<file path="config.mk">
export PLATFORM = sky130hd
export DESIGN_NAME = disp_win_seq
export DESIGN_NICKNAME = d
export VERILOG_FILES = /design/src/rtl/dws_pkg.sv /design/src/rtl/dws_rst_timer.sv /design/src/rtl/dws_hdr_byte.sv /design/src/rtl/dws_pix_cnt.sv /design/src/rtl/disp_win_seq.sv
export SDC_FILE = /design/constraint.sdc
export NUM_CORES = 1
export LEC_CHECK = 0
export ABC_AREA = 1
export BUFFER_PORTS_ARGS = -buffer_cell sky130_fd_sc_hd__buf_2
export CELL_PAD_IN_SITES_DETAIL_PLACEMENT = 1
export CELL_PAD_IN_SITES_GLOBAL_PLACEMENT = 1
export CORE_MARGIN = 10
export CORE_UTILIZATION = 42
export DETAILED_ROUTE_END_ITERATION = 10
export PLACE_DENSITY = 0.86
export SLEW_MARGIN = 20
export SYNTH_ARGS = -nofsm -noshare
export SYNTH_HDL_FRONTEND = slang
export SYNTH_SLANG_ARGS = --single-unit
export TNS_END_PERCENT = 30
</file>
<file path="constraint.sdc">
create_clock -name clk -period 4 [get_ports clk]
set_clock_uncertainty 0.1 [all_clocks]
set_input_delay 0 -clock clk [delete_from_list [all_inputs] [get_ports clk]]
set_output_delay 0 -clock clk [all_outputs]
set_load 0.005 [all_outputs]
</file>
<file path="src/rtl/dws_pkg.sv">
package dws_pkg;
  typedef enum logic [1:0] {
    ST_IDLE = 2'd0,
    ST_HDR  = 2'd1,
    ST_PIX  = 2'd2,
    ST_DONE = 2'd3
  } dws_state_e;

  localparam logic [7:0] DWS_CMD_COLS  = 8'h2A;
  localparam logic [7:0] DWS_CMD_ROWS  = 8'h2B;
  localparam logic [7:0] DWS_CMD_MEMWR = 8'h2C;
  localparam int         DWS_STEP_W    = 4;
  localparam int         DWS_HDR_LAST  = 10;
  localparam int         DWS_SYNC_LEN  = 2;
endpackage

</file>
<file path="src/rtl/dws_rst_timer.sv">
module dws_rst_timer #(
  parameter int LOW_CYC  = 1000,
  parameter int WAIT_CYC = 6000
) (
  input  logic clk,
  input  logic rst_n,
  output logic lcd_rst_n,
  output logic rst_ok
);
  localparam int MAX_CYC = (LOW_CYC > WAIT_CYC) ? LOW_CYC : WAIT_CYC;
  localparam int CW      = $clog2(MAX_CYC + 1);

  logic          low_q, low_d;
  logic          ok_q, ok_d;
  logic [CW-1:0] cnt_q, cnt_d;

  always_comb begin
    low_d = low_q;
    ok_d  = ok_q;
    cnt_d = cnt_q;
    if (low_q) begin
      if (cnt_q == CW'(LOW_CYC - 1)) begin
        low_d = 1'b0;
        cnt_d = '0;
      end else begin
        cnt_d = cnt_q + 1'b1;
      end
    end else if (!ok_q) begin
      if (cnt_q == CW'(WAIT_CYC - 1)) ok_d = 1'b1;
      else                            cnt_d = cnt_q + 1'b1;
    end
  end

  always_ff @(posedge clk or negedge rst_n) begin
    if (!rst_n) begin
      low_q <= 1'b1;
      ok_q  <= 1'b0;
      cnt_q <= '0;
    end else begin
      low_q <= low_d;
      ok_q  <= ok_d;
      cnt_q <= cnt_d;
    end
  end

  assign lcd_rst_n = ~low_q;
  assign rst_ok    = ok_q;

  // once released, the panel reset line never drops again
  a_r1_line_stays_high: assert property (@(posedge clk) disable iff (!rst_n)
    lcd_rst_n |=> lcd_rst_n);
  // readiness only after the line has been released
  a_r1_ok_after_release: assert property (@(posedge clk) disable iff (!rst_n)
    rst_ok |-> lcd_rst_n);
endmodule

</file>
<file path="src/rtl/dws_hdr_byte.sv">
module dws_hdr_byte
  import dws_pkg::*;
(
  input  logic [DWS_STEP_W-1:0] step,
  input  logic [15:0]           col_s,
  input  logic [15:0]           col_e,
  input  logic [15:0]           row_s,
  input  logic [15:0]           row_e,
  output logic [7:0]            hb,
  output logic                  dc
);
  always_comb begin
    dc = 1'b1;
    hb = 8'h00;
    case (step)
      4'd0:  begin hb = DWS_CMD_COLS;  dc = 1'b0; end
      4'd1:  hb = col_s[15:8];
      4'd2:  hb = col_s[7:0];
      4'd3:  hb = col_e[15:8];
      4'd4:  hb = col_e[7:0];
      4'd5:  begin hb = DWS_CMD_ROWS;  dc = 1'b0; end
      4'd6:  hb = row_s[15:8];
      4'd7:  hb = row_s[7:0];
      4'd8:  hb = row_e[15:8];
      4'd9:  hb = row_e[7:0];
      4'd10: begin hb = DWS_CMD_MEMWR; dc = 1'b0; end
      default: begin hb = 8'h00; dc = 1'b0; end
    endcase
  end
endmodule

</file>
<file path="src/rtl/dws_pix_cnt.sv">
module dws_pix_cnt #(
  parameter int CNT_W = 32
) (
  input  logic             clk,
  input  logic             rst_n,
  input  logic             load,
  input  logic [CNT_W-1:0] load_val,
  input  logic             dec,
  output logic             is_zero,
  output logic             is_last
);
  logic [CNT_W-1:0] cnt_q, cnt_d;

  always_comb begin
    cnt_d = cnt_q;
    if (load)     cnt_d = load_val;
    else if (dec) cnt_d = cnt_q - 1'b1;
  end

  always_ff @(posedge clk or negedge rst_n) begin
    if (!rst_n) cnt_q <= '0;
    else        cnt_q <= cnt_d;
  end

  assign is_zero = (cnt_q == '0);
  assign is_last = (cnt_q == CNT_W'(1));

  // a pixel is never sent beyond the window's count
  a_r5_no_underflow: assert property (@(posedge clk) disable iff (!rst_n)
    dec |-> !is_zero);
endmodule

</file>
<file path="src/rtl/disp_win_seq.sv">
module disp_win_seq
  import dws_pkg::*;
#(
  parameter int CLK_HZ      = 50_000_000,
  parameter int RST_LOW_MS  = 20,
  parameter int RST_WAIT_MS = 120,
  parameter int COORD_W     = 16,
  parameter int PANEL_W     = 240,
  parameter int PANEL_H     = 320
) (
  input  logic               clk,
  input  logic               rst_n,
  input  logic               enable,
  input  logic               req_valid,
  output logic               req_ready,
  input  logic [COORD_W-1:0] req_x1,
  input  logic [COORD_W-1:0] req_y1,
  input  logic [COORD_W-1:0] req_x2,
  input  logic [COORD_W-1:0] req_y2,
  input  logic               blank_req,
  input  logic               pix_valid,
  output logic               pix_ready,
  input  logic [15:0]        pix_data,
  output logic               out_valid,
  input  logic               out_ready,
  output logic [7:0]         out_byte,
  output logic               out_dc,
  output logic               lcd_rst_n,
  output logic               done
);
  localparam int LOW_CYC  = CLK_HZ / 1000 * RST_LOW_MS;
  localparam int WAIT_CYC = CLK_HZ / 1000 * RST_WAIT_MS;
  localparam int CNT_W    = 2 * COORD_W;
  localparam logic [CNT_W-1:0] BLANK_PIX = CNT_W'(PANEL_W * PANEL_H);

  // reset: asynchronous assert, synchronous release
  logic [DWS_SYNC_LEN-1:0] sync_q;
  logic                    rst_i;
  always_ff @(posedge clk or negedge rst_n) begin
    if (!rst_n) sync_q <= '0;
    else        sync_q <= {sync_q[DWS_SYNC_LEN-2:0], 1'b1};
  end
  assign rst_i = sync_q[DWS_SYNC_LEN-1];

  logic rst_ok;
  dws_rst_timer #(.LOW_CYC(LOW_CYC), .WAIT_CYC(WAIT_CYC)) u_rst_timer (
    .clk(clk), .rst_n(rst_i), .lcd_rst_n(lcd_rst_n), .rst_ok(rst_ok)
  );

  dws_state_e            state_q, state_d;
  logic [DWS_STEP_W-1:0] step_q, step_d;
  logic                  lo_q, lo_d;
  logic                  blank_q;
  logic [15:0]           col_s_q, col_e_q, row_s_q, row_e_q;

  logic idle, take_blank, take_req, start, xfer, dec, cnt_zero, cnt_last;
  logic [7:0] hdr_b;
  logic       hdr_dc;
  logic [COORD_W-1:0] span_x, span_y;
  logic [CNT_W-1:0]   area, load_val;

  assign idle       = rst_ok && (state_q == ST_IDLE);
  assign req_ready  = idle && !blank_req;
  assign take_blank = idle && blank_req;
  assign take_req   = req_valid && req_ready && enable;
  assign start      = take_blank || take_req;

  assign span_x   = (req_x2 > req_x1) ? (req_x2 - req_x1) : '0;
  assign span_y   = (req_y2 > req_y1) ? (req_y2 - req_y1) : '0;
  assign area     = CNT_W'(span_x) * CNT_W'(span_y);
  assign load_val = take_blank ? BLANK_PIX : area;

  dws_hdr_byte u_hdr (
    .step(step_q), .col_s(col_s_q), .col_e(col_e_q),
    .row_s(row_s_q), .row_e(row_e_q), .hb(hdr_b), .dc(hdr_dc)
  );

  dws_pix_cnt #(.CNT_W(CNT_W)) u_pix_cnt (
    .clk(clk), .rst_n(rst_i), .load(start), .load_val(load_val),
    .dec(dec), .is_zero(cnt_zero), .is_last(cnt_last)
  );

  // output byte selection
  always_comb begin
    out_valid = 1'b0;
    out_byte  = 8'h00;
    out_dc    = 1'b0;
    case (state_q)
      ST_HDR: begin
        out_valid = 1'b1;
        out_byte  = hdr_b;
        out_dc    = hdr_dc;
      end
      ST_PIX: begin
        out_valid = blank_q || pix_valid;
        out_dc    = 1'b1;
        if (!blank_q) out_byte = lo_q ? pix_data[7:0] : pix_data[15:8];
      end
      default: ;
    endcase
  end

  assign xfer      = out_valid && out_ready;
  assign pix_ready = (state_q == ST_PIX) && !blank_q && lo_q && out_ready;
  assign dec       = (state_q == ST_PIX) && xfer && lo_q;
  assign done      = (state_q == ST_DONE);

  // next state
  always_comb begin
    state_d = state_q;
    step_d  = step_q;
    lo_d    = lo_q;
    case (state_q)
      ST_IDLE: if (start) begin
        state_d = ST_HDR;
        step_d  = '0;
        lo_d    = 1'b0;
      end
      ST_HDR: if (xfer) begin
        if (step_q == DWS_STEP_W'(DWS_HDR_LAST)) state_d = cnt_zero ? ST_DONE : ST_PIX;
        else                                     step_d  = step_q + 1'b1;
      end
      ST_PIX: if (xfer) begin
        lo_d = ~lo_q;
        if (lo_q && cnt_last) state_d = ST_DONE;
      end
      default: state_d = ST_IDLE;
    endcase
  end

  // registers
  always_ff @(posedge clk or negedge rst_i) begin
    if (!rst_i) begin
      state_q <= ST_IDLE;
      step_q  <= '0;
      lo_q    <= 1'b0;
      blank_q <= 1'b0;
      col_s_q <= '0;
      col_e_q <= '0;
      row_s_q <= '0;
      row_e_q <= '0;
    end else begin
      state_q <= state_d;
      step_q  <= step_d;
      lo_q    <= lo_d;
      if (start) begin
        blank_q <= take_blank;
        col_s_q <= take_blank ? 16'd0 : 16'(req_x1);
        col_e_q <= take_blank ? 16'(PANEL_W - 1) : 16'(req_x2) - 16'd1;
        row_s_q <= take_blank ? 16'd0 : 16'(req_y1);
        row_e_q <= take_blank ? 16'(PANEL_H - 1) : 16'(req_y2) - 16'd1;
      end
    end
  end

  // nothing is sent while the panel is held in reset
  a_r2_quiet_in_reset: assert property (@(posedge clk) disable iff (!rst_i)
    !lcd_rst_n |-> !out_valid);
  // an offered header byte holds until taken
  a_r7_hdr_hold: assert property (@(posedge clk) disable iff (!rst_i)
    (state_q == ST_HDR && !out_ready) |=> (out_valid && $stable(out_byte) && $stable(out_dc)));
  // a high pixel byte is always followed by its low byte
  a_r6_hi_then_lo: assert property (@(posedge clk) disable iff (!rst_i)
    (state_q == ST_PIX && xfer && !lo_q) |=> (state_q == ST_PIX && lo_q));
  // done is a single-cycle pulse
  a_r8_done_single: assert property (@(posedge clk) disable iff (!rst_i)
    done |=> !done);
  // a blank fill never pulls pixels
  a_r10_blank_no_pull: assert property (@(posedge clk) disable iff (!rst_i)
    (state_q == ST_PIX && blank_q) |-> !pix_ready);
  // no request accepted while bytes are flowing
  a_r11_ready_only_idle: assert property (@(posedge clk) disable iff (!rst_i)
    req_ready |-> !out_valid);
endmodule

</file>
After elaboration in Yosys (flattened, before gate mapping)
Index checks and enable logic that the tools add are counted.
{"block": "word_totals", "reg_bits": 131, "out_inout_bits": 14, "elab_cells": 114}
{"block": "classes", "addsub": 7, "multipliers": 1, "magnitude_cmp": 2, "n_eq_ne": 24, "muxes": 38, "bitwise": 2, "n_reduce_logical": 27}
{"cell": "$mux 16", "n": 6}
{"cell": "$mux 32", "n": 3}
{"cell": "$mux 23", "n": 4}
{"cell": "$pmux 8 s11", "n": 1}
{"cell": "$eq 32x1->1 const B", "n": 1}
{"cell": "$gt 16x16->1", "n": 2}
{"cell": "$logic_not 32->1", "n": 1}
{"cell": "$mul 16x16->32", "n": 1}
{"cell": "$sub 16x1->16 const B", "n": 2}
{"cell": "$sub 16x16->16", "n": 2}
{"cell": "$sub 32x1->32 const B", "n": 1}
{"cell": "$add 23x1->23 const B", "n": 1}
{"cell": "$eq 23x20->1 const B", "n": 1}
{"cell": "$eq 23x23->1 const B", "n": 1}
{"cell": "$eq 4x3->1 const B", "n": 4}
{"cell": "$mux 8", "n": 2}
{"cell": "$pmux 8 s2", "n": 1}
{"cell": "$eq 4x4->1 const B", "n": 3}
{"cell": "$logic_and 1x1->1", "n": 12}
{"cell": "$mux 4", "n": 3}
{"cell": "$mux 2", "n": 5}
{"cell": "$ne 2x2->1 const B", "n": 5}
{"cell": "$eq 4x2->1 const B", "n": 2}
{"cell": "$mux 1", "n": 8}
{"cell": "other kinds (19)", "n": 29}

Longest topological paths before layout
Gate-level depths: netlist of run 1.
{"block": "depth", "depth_word": 8, "ltp_mapped": 41, "ltp_nobuf": 40}

Modules after synthesis
A second synthesis of run 1 with hierarchy kept.
{"block": "unflattened", "hier_cells": 2985, "area_unflattened_um2": 20099.3}
{"module": "disp_win_seq", "instances": 1, "cells_per_inst": 2244, "area_each_um2": 15397.3, "seq_area_each_um2": 1851.8}
{"module": "dws_pix_cnt", "instances": 1, "cells_per_inst": 322, "area_each_um2": 2247.2, "seq_area_each_um2": 800.8}
{"module": "dws_rst_timer", "instances": 1, "cells_per_inst": 256, "area_each_um2": 1754.2, "seq_area_each_um2": 626.9}
{"module": "dws_hdr_byte", "instances": 1, "cells_per_inst": 163, "area_each_um2": 700.7, "seq_area_each_um2": 0.0}

Worst setup path before layout of run 1
OpenSTA, ideal clock, no wires.
{"block": "synth_timing", "path_type": "input to register", "startpoint": "in req_y2[0]", "endpoint": "reg u_pix_cnt.cnt_q[31]", "arrival_time_ns": 6.013, "required_time_ns": 3.784, "path_slack_ns": -2.229, "stages": 36, "n_path_buf": 1, "cell_sequence": "inv_1 ha_1 fa_1 inv_1 nand3_1 nand2_1 nand2_1 nand3_2 nand2_1 nand2_2 nand2_4 nor2_2 buf_2 nand2_1 fa_1 inv_1 fa_1 fa_1 fa_1 fa_1 inv_1 fa_1 inv_1 ha_1 nand2_1 inv_1 nand2_1 nor3_1 and2_1 nand2_1 nand2_1 nand2_1 nand3_1 nand2_1 nand2_1 nand2_1"}
{"block": "synth_via", "elab_chain_len": 5, "elab_cells_between_ends": 6}
{"element": "start, declared", "line": "disp_win_seq.sv:19", "rtl": "input logic [COORD_W-1:0] req_y2,"}
{"element": "$sub 16x16->16 or $gt 16x16->1 (tied branches)", "line": "disp_win_seq.sv:69", "rtl": "assign span_y = (req_y2 > req_y1) ? (req_y2 - req_y1) : '0;"}
{"element": "$mux 16 (*)", "line": "disp_win_seq.sv:69"}
{"element": "$mul 16x16->32 (*)", "line": "disp_win_seq.sv:70", "rtl": "assign area = CNT_W'(span_x) * CNT_W'(span_y);"}
{"element": "$mux 32 (*)", "line": "disp_win_seq.sv:71", "rtl": "assign load_val = take_blank ? BLANK_PIX : area;"}
{"element": "$mux 32 (*)", "line": "dws_pix_cnt.sv:16", "rtl": "if (load) cnt_d = load_val;"}
{"element": "end signal, assigned", "line": "dws_pix_cnt.sv:22", "rtl": "else cnt_q <= cnt_d;"}
{"element": "end, declared", "line": "dws_pix_cnt.sv:12", "rtl": "logic [CNT_W-1:0] cnt_q, cnt_d;"}
Mark *: on every way between the ends. The rest lies on a longest branch, timed or not.
A chain may end at the register's enable or synchronous reset.

Worst setup path in the final report of run 1
{"block": "layout_timing", "startpoint": "in req_x2[0]", "endpoint": "reg u_pix_cnt.cnt_q[30]"}
{"block": "layout_via", "elab_chain_len": 5, "elab_cells_between_ends": 6}
{"element": "start, declared", "line": "disp_win_seq.sv:18", "rtl": "input logic [COORD_W-1:0] req_x2,"}
{"element": "$sub 16x16->16 or $gt 16x16->1 (tied branches)", "line": "disp_win_seq.sv:68", "rtl": "assign span_x = (req_x2 > req_x1) ? (req_x2 - req_x1) : '0;"}
{"element": "$mux 16 (*)", "line": "disp_win_seq.sv:68"}
{"element": "$mul 16x16->32 (*)", "line": "disp_win_seq.sv:70"}
{"element": "$mux 32 (*)", "line": "disp_win_seq.sv:71"}
{"element": "$mux 32 (*)", "line": "dws_pix_cnt.sv:16"}
Marks and branches as above.

==> results of run 1 <==
[tightest hold or removal path, cell delays in order]
cell	delay, ps
buf_2	130
buf_4	150
inv_1	90
o21ai_0	90
o21ai_0	80
[cell usage in the layout (no fill, tap or decap), types with 6 or more instances in the layout]
master / n
nor2_1: 284
fa_1: 168
nand3_1: 93
fa_2: 28
nor3_4: 6
nand3_2: 21
ha_1: 112
nand4_1: 29
xnor2_1: 14
dfrtp_1: 129
nand3_4: 13
o21ai_1: 14
dlygate4sd3_1: 62
nand3b_1: 10
nor2_4: 33
o21ai_0: 113
inv_1: 490
o21a_1: 6
o21bai_1: 10
buf_12: 12
nor3_1: 26
nand2_1: 500
a31oi_1: 12
a21oi_4: 8
buf_4: 367
inv_4: 17
inv_2: 50
ha_4: 34
a21oi_2: 22
xor2_1: 39
nand2_4: 21
buf_2: 97
o22ai_1: 51
buf_6: 31
nor4_1: 11
nand2_2: 70
a21oi_1: 88
clkbuf_16: 17
nor2_2: 34
[synth_stat cells (all sizes together)]
library cell / instances
a211oi: 3
a21boi: 1
a21o: 3
a21oi: 118
a221oi: 1
a22o: 1
a22oi: 3
a31oi: 13
a32o: 1
a32oi: 2
and2: 3
buf: 39
clkbuf: 12
clkinv: 1
conb: 1
dfrtp: 130
dfstp: 1
fa: 196
ha: 149
inv: 566
nand2: 593
nand3: 127
nand3b: 10
nand4: 29
nor2: 352
nor3: 33
nor4: 12
o2111ai: 4
o211ai: 4
o21a: 6
o21ai: 130
o21bai: 13
o221ai: 1
o22ai: 51
o31ai: 1
or2: 7
xnor2: 18
xor2: 39
[report_power, final]
group | switching, uW | total (uW) | internal [uW]
Clock | 693 | 1560 | 868
Combinational | 4480 | 7730 | 3250
Sequential | 44.1 | 1400 | 1360
Total | 5220 | 10700 | 5480
[through the flow]
stage / total power, uW / std cells / setup WS [ps]
floorplan: 4994 / 2674 / -1951
global placement: 7219 / 3674 / -2762
detailed placement: 7537 / 3674 / -2991
CTS: 9724 / 3800 / -2187
global route: 11160 / 3823 / -3332
finish: 10700 / 3823 / -3068
[layer usage]
layer	track usage, %	routed length, um	up-vias
li1	-	-	9402
met1	38.41	34880	11100
met2	59.48	47810	1549
met3	5.938	9602	711
met4	22.60	10300	0
met5	0	0	-
[final timing paths]
| path | endpoint | startpoint |
|---|---|---|
| worst max-delay path | u_pix_cnt.cnt_q[30] | req_x2[0] |
| min in group asynchronous | sync_q[1] | rst_n |
| max in group asynchronous | row_s_q[2] | sync_q[1] |
| worst min register to register | sync_q[1] | sync_q[0] |
| worst max register to register | u_pix_cnt.cnt_q[2] | state_q[0] |
| worst min-delay path | row_e_q[11] | req_y2[11] |
[flip-flops by register name, summed over array words and instances, names as in the netlist, 4 cells and up]
register / flops
u_pix_cnt.cnt_q: 32
row_s_q: 16
row_e_q: 16
col_s_q: 16
col_e_q: 16
step_q: 4
u_rst_timer.cnt_q: 23
[area by class of cell]
cell class	count	area, um2
clock buffers	22	454.2
flip-flops and latches	131	3283
repair buffers	571	4481
clock inverters	10	87.58
multi-input cells	1926	14890
inverters	567	2248
fillers	5522	18220
diodes	4	10.01
well taps	592	740.7
[what timing repair did]
item / CTS / global route
endpoints found under the setup margin: 28 / 29
hold buffers: 62 / 0
buffers inserted: 31 / 19
gates resized for setup: 190 / 132
gates cloned: 1 / 0
endpoints found under the hold margin: 61 / 0
pin swaps: 96 / 80
[logic make-up (layout without fill, tap and decap cells)]
kind of cell    count (synthesis)  count (layout)  synth area share [%]
simple gates                 1166            1167                 26.28
compound gates                356             356                 10.50
fa+ha+maj                     345             345                 30.49
other cells                     1               5               0.01975
flops                         131             131                 17.27
buf+inv                       618            1170                 12.81
xor+xnor                       57              57                 2.630
==> tab_implementation.tex, run 1 <==
\begin{tabular}{lr}
\hline
Metric & Value \\
\hline
\multicolumn{2}{l}{\textbf{Routing}} \\
Routed Antenna Nets & 0 \\
Average wire length per cell after detail routing & 26.84 um \\
Routed Wire Length & 102.6 mm \\
Routed vias & 22770 \\
Vias per inst & 5.955 \\
First-pass iteration count of the detailed router & 8 \\
Initial detailed-routing violation count & 2146 \\
Number of design rule violations left after detail routing & 0 \\
\multicolumn{2}{l}{\textbf{GRT}} \\
Global route overflow & 0 \\
Number of global-route vias before repair & 24610 \\
Antenna violations before repair & 5 \\
Aggregate global-route resource usage & 34.38\% \\
First-pass GRT wire length & 143.0 mm \\
Pin count of the biggest net entering global routing & 55 \\
\multicolumn{2}{l}{\textbf{Setup path}} \\
Slack of the worst reg-to-reg path & 650 ps \\
Critical path data required time & 4280 ps \\
Count of cell instances traversed by the critical path & 40 \\
Max Fanout on Critical Path & 8 \\
Cell family contributing the most delay on the critical path & adder cells \\
Type of the setup path with the least slack & input pin to flip-flop \\
Buffers \& Inverters on Critical Path & 12 \\
CP Data Arrival Time & 7350 ps \\
Worst stage delay on the critical path & 550 ps \\
Register-to-Register Path Depth & 10 \\
Crit path capture type & flip-flop \\
Kind of start point of the critical path & input pin \\
Critical-path top delay cell & fa\_1 \\
\multicolumn{2}{l}{\textbf{Finish}} \\
End-of-flow core utilization & 58.99\% \\
Synthesis-to-layout area growth & 38.00\% \\
Final Cell Area & 0.02620 mm2 \\
Share of cells above drive strength 1 & 28.94\% \\
Layout Nets & 3646 \\
\multicolumn{2}{l}{\textbf{Clock network}} \\
H-tree depth & 4 \\
CTS tree & yes \\
Root buffer cell & clkbuf\_16 \\
CTS clock-pin slew for the worst setup and hold paths & 70 ps \\
CTS Buf Count & 17 \\
Buffer levels on the longest clock path & 2 \\
Clock net sink count & 131 \\
Clock latency on the worst-skew pair & 450 ps \\
\multicolumn{2}{l}{\textbf{Synth}} \\
Number of library cell types mapped by synthesis & 56 \\
FF+latch count, synth & 131 \\
Largest area contributor in the netlist & fa\_1 \\
Synth top area share & 20.67\% \\
Post-synthesis average cell area & 7.100 um2 \\
Sequential fraction of the synthesis area & 17.27\% \\
Number of standard cells after synthesis & 2674 \\
Post-Syn Nets & 3106 \\
Cell area after synthesis & 0.01898 mm2 \\
Yosys warns & 0 \\
Top cells by area in the synthesized netlist & fa\_1 (21\%), dfrtp\_1 (17\%), nand2\_1 (12\%) \\
\multicolumn{2}{l}{\textbf{Floorplan}} \\
Die Span Y & 232.6 um \\
Horizontal die dimension & 232.6 um \\
I/O pins & 101 \\
Die area & 0.05411 mm2 \\
FP Rows & 77 \\
Placeable core region & 0.04441 mm2 \\
Starting Density & 42.74\% \\
\multicolumn{2}{l}{\textbf{STA}} \\
Final count of pins violating max slew & 0 \\
Maximum clock frequency & 0.1415 GHz \\
Count of endpoints failing setup in the final report & 30 \\
Worst path setup slack after routing & -3068 ps \\
Worst-case headroom to the max-slew limit & 45.61\% \\
Worst-case hold slack & 36.41 ps \\
Final hold violation count & 0 \\
RSZ-0062 raised after global routing & true \\
Actual slew at the worst max-slew pin & 815.8 ps \\
Final total negative setup slack & -73380 ps \\
Final Critical Period & 7068 ps \\
Share of the clock period used by the worst path & 176.7\% \\
\multicolumn{2}{l}{\textbf{Hold path}} \\
Depth of the worst hold-timing path & 5 \\
Type of the tightest min-delay check & input pin to flip-flop \\
\multicolumn{2}{l}{\textbf{Placement}} \\
Routability congestion estimate & 1.003 \\
HPWL after detailed placement & 67.52 mm \\
DP Area & 0.02341 mm2 \\
Input/output buffers & 100 \\
\multicolumn{2}{l}{\textbf{Power}} \\
Maximum ir drop on the vdd rail & 0.3611 mV \\
Leakage power summed over all cells & 0.01332 uW \\
Total power divided by cell area & 408.3 mW/mm2 \\
\multicolumn{2}{l}{\textbf{Status}} \\
Run status & finished with violations \\
Violated checks & negative setup slack \\
\multicolumn{2}{l}{\textbf{Run}} \\
Max cap viols & 0 \\
\hline
\end{tabular}
Power figures use the tool's default switching activity.
==> inputs of run 2 (changes only) <==
Settings changed: CORE_UTILIZATION 42 to 47, CTS_CLUSTER_SIZE set to 28, PLACE_DENSITY 0.86 to 0.91.
Clock period 4 ns to 7.3 ns, I/O delays scaled along.
==> run 2 against run 1 <==
  * Total power decreased by 59%
  * Clock power decreased by 41%
  * Setup slack improved by 3300 ps
  * First-iteration DRC count decreased by 10%
  * Clock-buffer cell count decreased by 3
  * Combinational power decreased by 65%
  * Largest cell class unchanged
  * Largest power group unchanged
  * The flow now finishes without violations
  * Die area decreased by 9.7%
  * Flip-flop and latch count unchanged
  * Worst hold slack improved by 2.2 ps
==> tab_implementation.tex, run 2 (synthesized netlist as in run 1, its figures left out) <==
\begin{tabular}{lr}
\hline
Metric & Value \\
\hline
\multicolumn{2}{l}{\textbf{Floorplan}} \\
Horizontal die dimension & 221.0 um (-5.0\%) \\
FP Rows & 73 (-5.2\%) \\
I/O pins & 101 (unchanged) \\
Die Span Y & 221.0 um (-5.0\%) \\
Starting Density & 47.67\% (+4.9 points) \\
Placeable core region & 0.03982 mm2 (-10\%) \\
Die area & 0.04883 mm2 (-9.7\%) \\
\multicolumn{2}{l}{\textbf{Power}} \\
Logic pwr share & 61.7\% (-11 points) \\
Total power divided by cell area & 197.2 mW/mm2 (-52\%) \\
Reported net switching power & 2146 uW (-59\%) \\
Maximum ir drop on the vdd rail & 0.2136 mV (-41\%) \\
Internal power of the cells & 2253 uW (-59\%) \\
Final total power & 4399 uW (-59\%) \\
Clock network fraction of design power & 20.9\% (+6.3 points) \\
Net switching fraction of the power & 48.78\% (about the same) \\
Part of the total power dissipated in sequential elements & 17.3\% (+4.2 points) \\
Leakage power summed over all cells & 0.01140 uW (-14\%) \\
\multicolumn{2}{l}{\textbf{Run}} \\
Max cap viols & 0 (unchanged) \\
\multicolumn{2}{l}{\textbf{Finish}} \\
Commonest non-fill, non-tap cells in the layout & nand2\_1 (579), inv\_1 (535), nor2\_1 (323) \\
Max reg flops & 32 (unchanged) \\
Most common cell after layout, fill and taps aside & nand2\_1 \\
Synthesis-to-layout area growth & 17.48\% \\
Layout Nets & 3324 (-8.8\%) \\
Biggest register & u\_pix\_cnt.cnt\_q \\
Largest registers & u\_pix\_cnt.cnt\_q x32, u\_rst\_timer.cnt\_q x23 \\
Share of cells above drive strength 1 & 11.22\% (-18 points) \\
Layout Cells excl Fill & 3438 (-10\%) \\
\multicolumn{2}{l}{\textbf{Setup path}} \\
Buffers \& Inverters on Critical Path & 9 (-3) \\
Kind of start point of the critical path & input pin \\
CP Data Arrival Time & 7350 ps (about the same) \\
Worst stage delay on the critical path & 560 ps (about the same) \\
Slack of the worst reg-to-reg path & 3050 ps (+2400 ps) \\
Crit path capture type & flip-flop \\
Critical-path top delay cell & dlygate4sd3\_1 \\
Cell family contributing the most delay on the critical path & adder cells \\
Type of the setup path with the least slack & input pin to flip-flop \\
Most repeated library cell on the critical path & nand2\_1 \\
Max Fanout on Critical Path & 6 (-2) \\
Critical path data required time & 7550 ps (+3270 ps) \\
\multicolumn{2}{l}{\textbf{Clock network}} \\
Buffer levels on the longest clock path & 2 (unchanged) \\
Clock latency on the worst-skew pair & 460 ps (about the same) \\
Root buffer cell & clkbuf\_16 \\
CTS Buf Count & 17 (unchanged) \\
CTS clock-pin slew for the worst setup and hold paths & 70 ps (about the same) \\
Clock net sink count & 131 (unchanged) \\
CTS tree & yes \\
H-tree depth & 4 (unchanged) \\
\multicolumn{2}{l}{\textbf{GRT}} \\
Pin count of the biggest net entering global routing & 76 (+38\%) \\
Global route overflow & 0 (unchanged) \\
First-pass GRT wire length & 125.4 mm (-12\%) \\
Antenna violations before repair & 3 (-2) \\
Number of global-route vias before repair & 22020 (-10\%) \\
Aggregate global-route resource usage & 32.32\% (-2.1 points) \\
\multicolumn{2}{l}{\textbf{STA}} \\
Worst-case headroom to the max-slew limit & 45.48\% (-0.14 points) \\
Final count of pins violating max slew & 0 (unchanged) \\
Share of the clock period used by the worst path & 97.38\% \\
Maximum clock frequency & 0.1407 GHz \\
Actual slew at the worst max-slew pin & 816.7 ps (+0.8509 ps) \\
Worst-case hold slack & 38.62 ps (+2.210 ps) \\
Final hold violation count & 0 (unchanged) \\
Final total negative setup slack & 0 ps (+73380 ps) \\
Final Critical Period & 7109 ps \\
Count of endpoints failing setup in the final report & 0 (-100\%) \\
RSZ-0062 raised after global routing & true \\
\multicolumn{2}{l}{\textbf{Hold path}} \\
Type of the tightest min-delay check & input pin to flip-flop \\
\multicolumn{2}{l}{\textbf{Placement}} \\
Routability congestion estimate & 1.004 (about the same) \\
HPWL after detailed placement & 59.16 mm (-12\%) \\
Input/output buffers & 100 (unchanged) \\
Instance count after placement with tap cells included & 3288 (-11\%) \\
\multicolumn{2}{l}{\textbf{Routing}} \\
Vias per inst & 5.873 (-1.4\%) \\
Routed Wire Length & 82.20 mm (-20\%) \\
Routed vias & 20190 (-11\%) \\
Initial detailed-routing violation count & 1929 (-10\%) \\
Average wire length per cell after detail routing & 23.91 um (-11\%) \\
Number of design rule violations left after detail routing & 0 (unchanged) \\
First-pass iteration count of the detailed router & 6 (-2) \\
Routed Antenna Nets & 0 (unchanged) \\
\multicolumn{2}{l}{\textbf{Status}} \\
Run status & completed \\
\hline
\end{tabular}
[run 2: final cells by class]
class | instances | area, um2
antenna | 8 | 20.02
clock buffer | 19 | 432.9
clock inverter | 13 | 161.4
fill | 5153 | 17520
inverter | 567 | 2181
multi-input combinational | 1926 | 13630
sequential | 131 | 3283
tap | 525 | 656.9
timing repair buffer | 248 | 1928
timing repair inverter | 1 | 7.507
[run 2: what timing repair did]
action,4_1_cts,5_1_grt
endpoints found under the setup margin,0,23
hold endpoints to repair,68,0
setup buffers,0,16
hold buffers,91,0
gates resized for setup,0,101
[run 2: path summary, 6_finish.rpt]
kind | from | cells past startpoint | end
worst max-delay path | req_x1[1] | 39 | u_pix_cnt.cnt_q[31]
worst min-delay path | req_y2[1] | 4 | row_e_q[1]
worst max register to register | state_q[1] | 13 | u_pix_cnt.cnt_q[23]
worst min register to register | sync_q[1] | 0 | state_q[0]
max in group asynchronous | sync_q[1] | 1 | col_s_q[2]
min in group asynchronous | sync_q[1] | 0 | state_q[0]
[run 2: routing by layer]
metal	GRT usage, %	up-vias	part of all wire, %
met5	0	-	0.016
met4	18.93	2	6.5
met3	5.879	327	7.6
met2	54.75	1081	48
met1	37.66	10030	38
li1	-	8758	-
[run 2: stage by stage]
| stage | setup WS, ps | util, % | cell area [um2] |
|---|---|---|---|
| floorplan | 1071 | - | 18980 |
| detailed placement | -214.9 | 50.64 | 20170 |
| global placement | 35.14 | 50.64 | 20170 |
| finish | 191.1 | 56.00 | 22300 |
| global route | -94.40 | 55.98 | 22290 |
| CTS | 13.60 | 54.42 | 21670 |
[run 2: power groups by stage]
stage	combinational [uW]	sequential (uW)	clock, uW
CTS	2390	767	902
detailed placement	2340	780	0
global route	2960	764	943
global placement	2220	779	0
floorplan	1480	776	0
finish	2720	763	920
[run 2: worst register-to-register path, stage by stage, from the launching register on]
cell,delay (ps)
dfrtp_1,430
inv_1,120
ha_1,250
inv_2,130
nor3_4,60
nand3_2,50
buf_4,610
nand2_2,170
inv_2,630
nand2_1,640
buf_4,410
inv_1,350
a21oi_1,110
a21oi_2,140
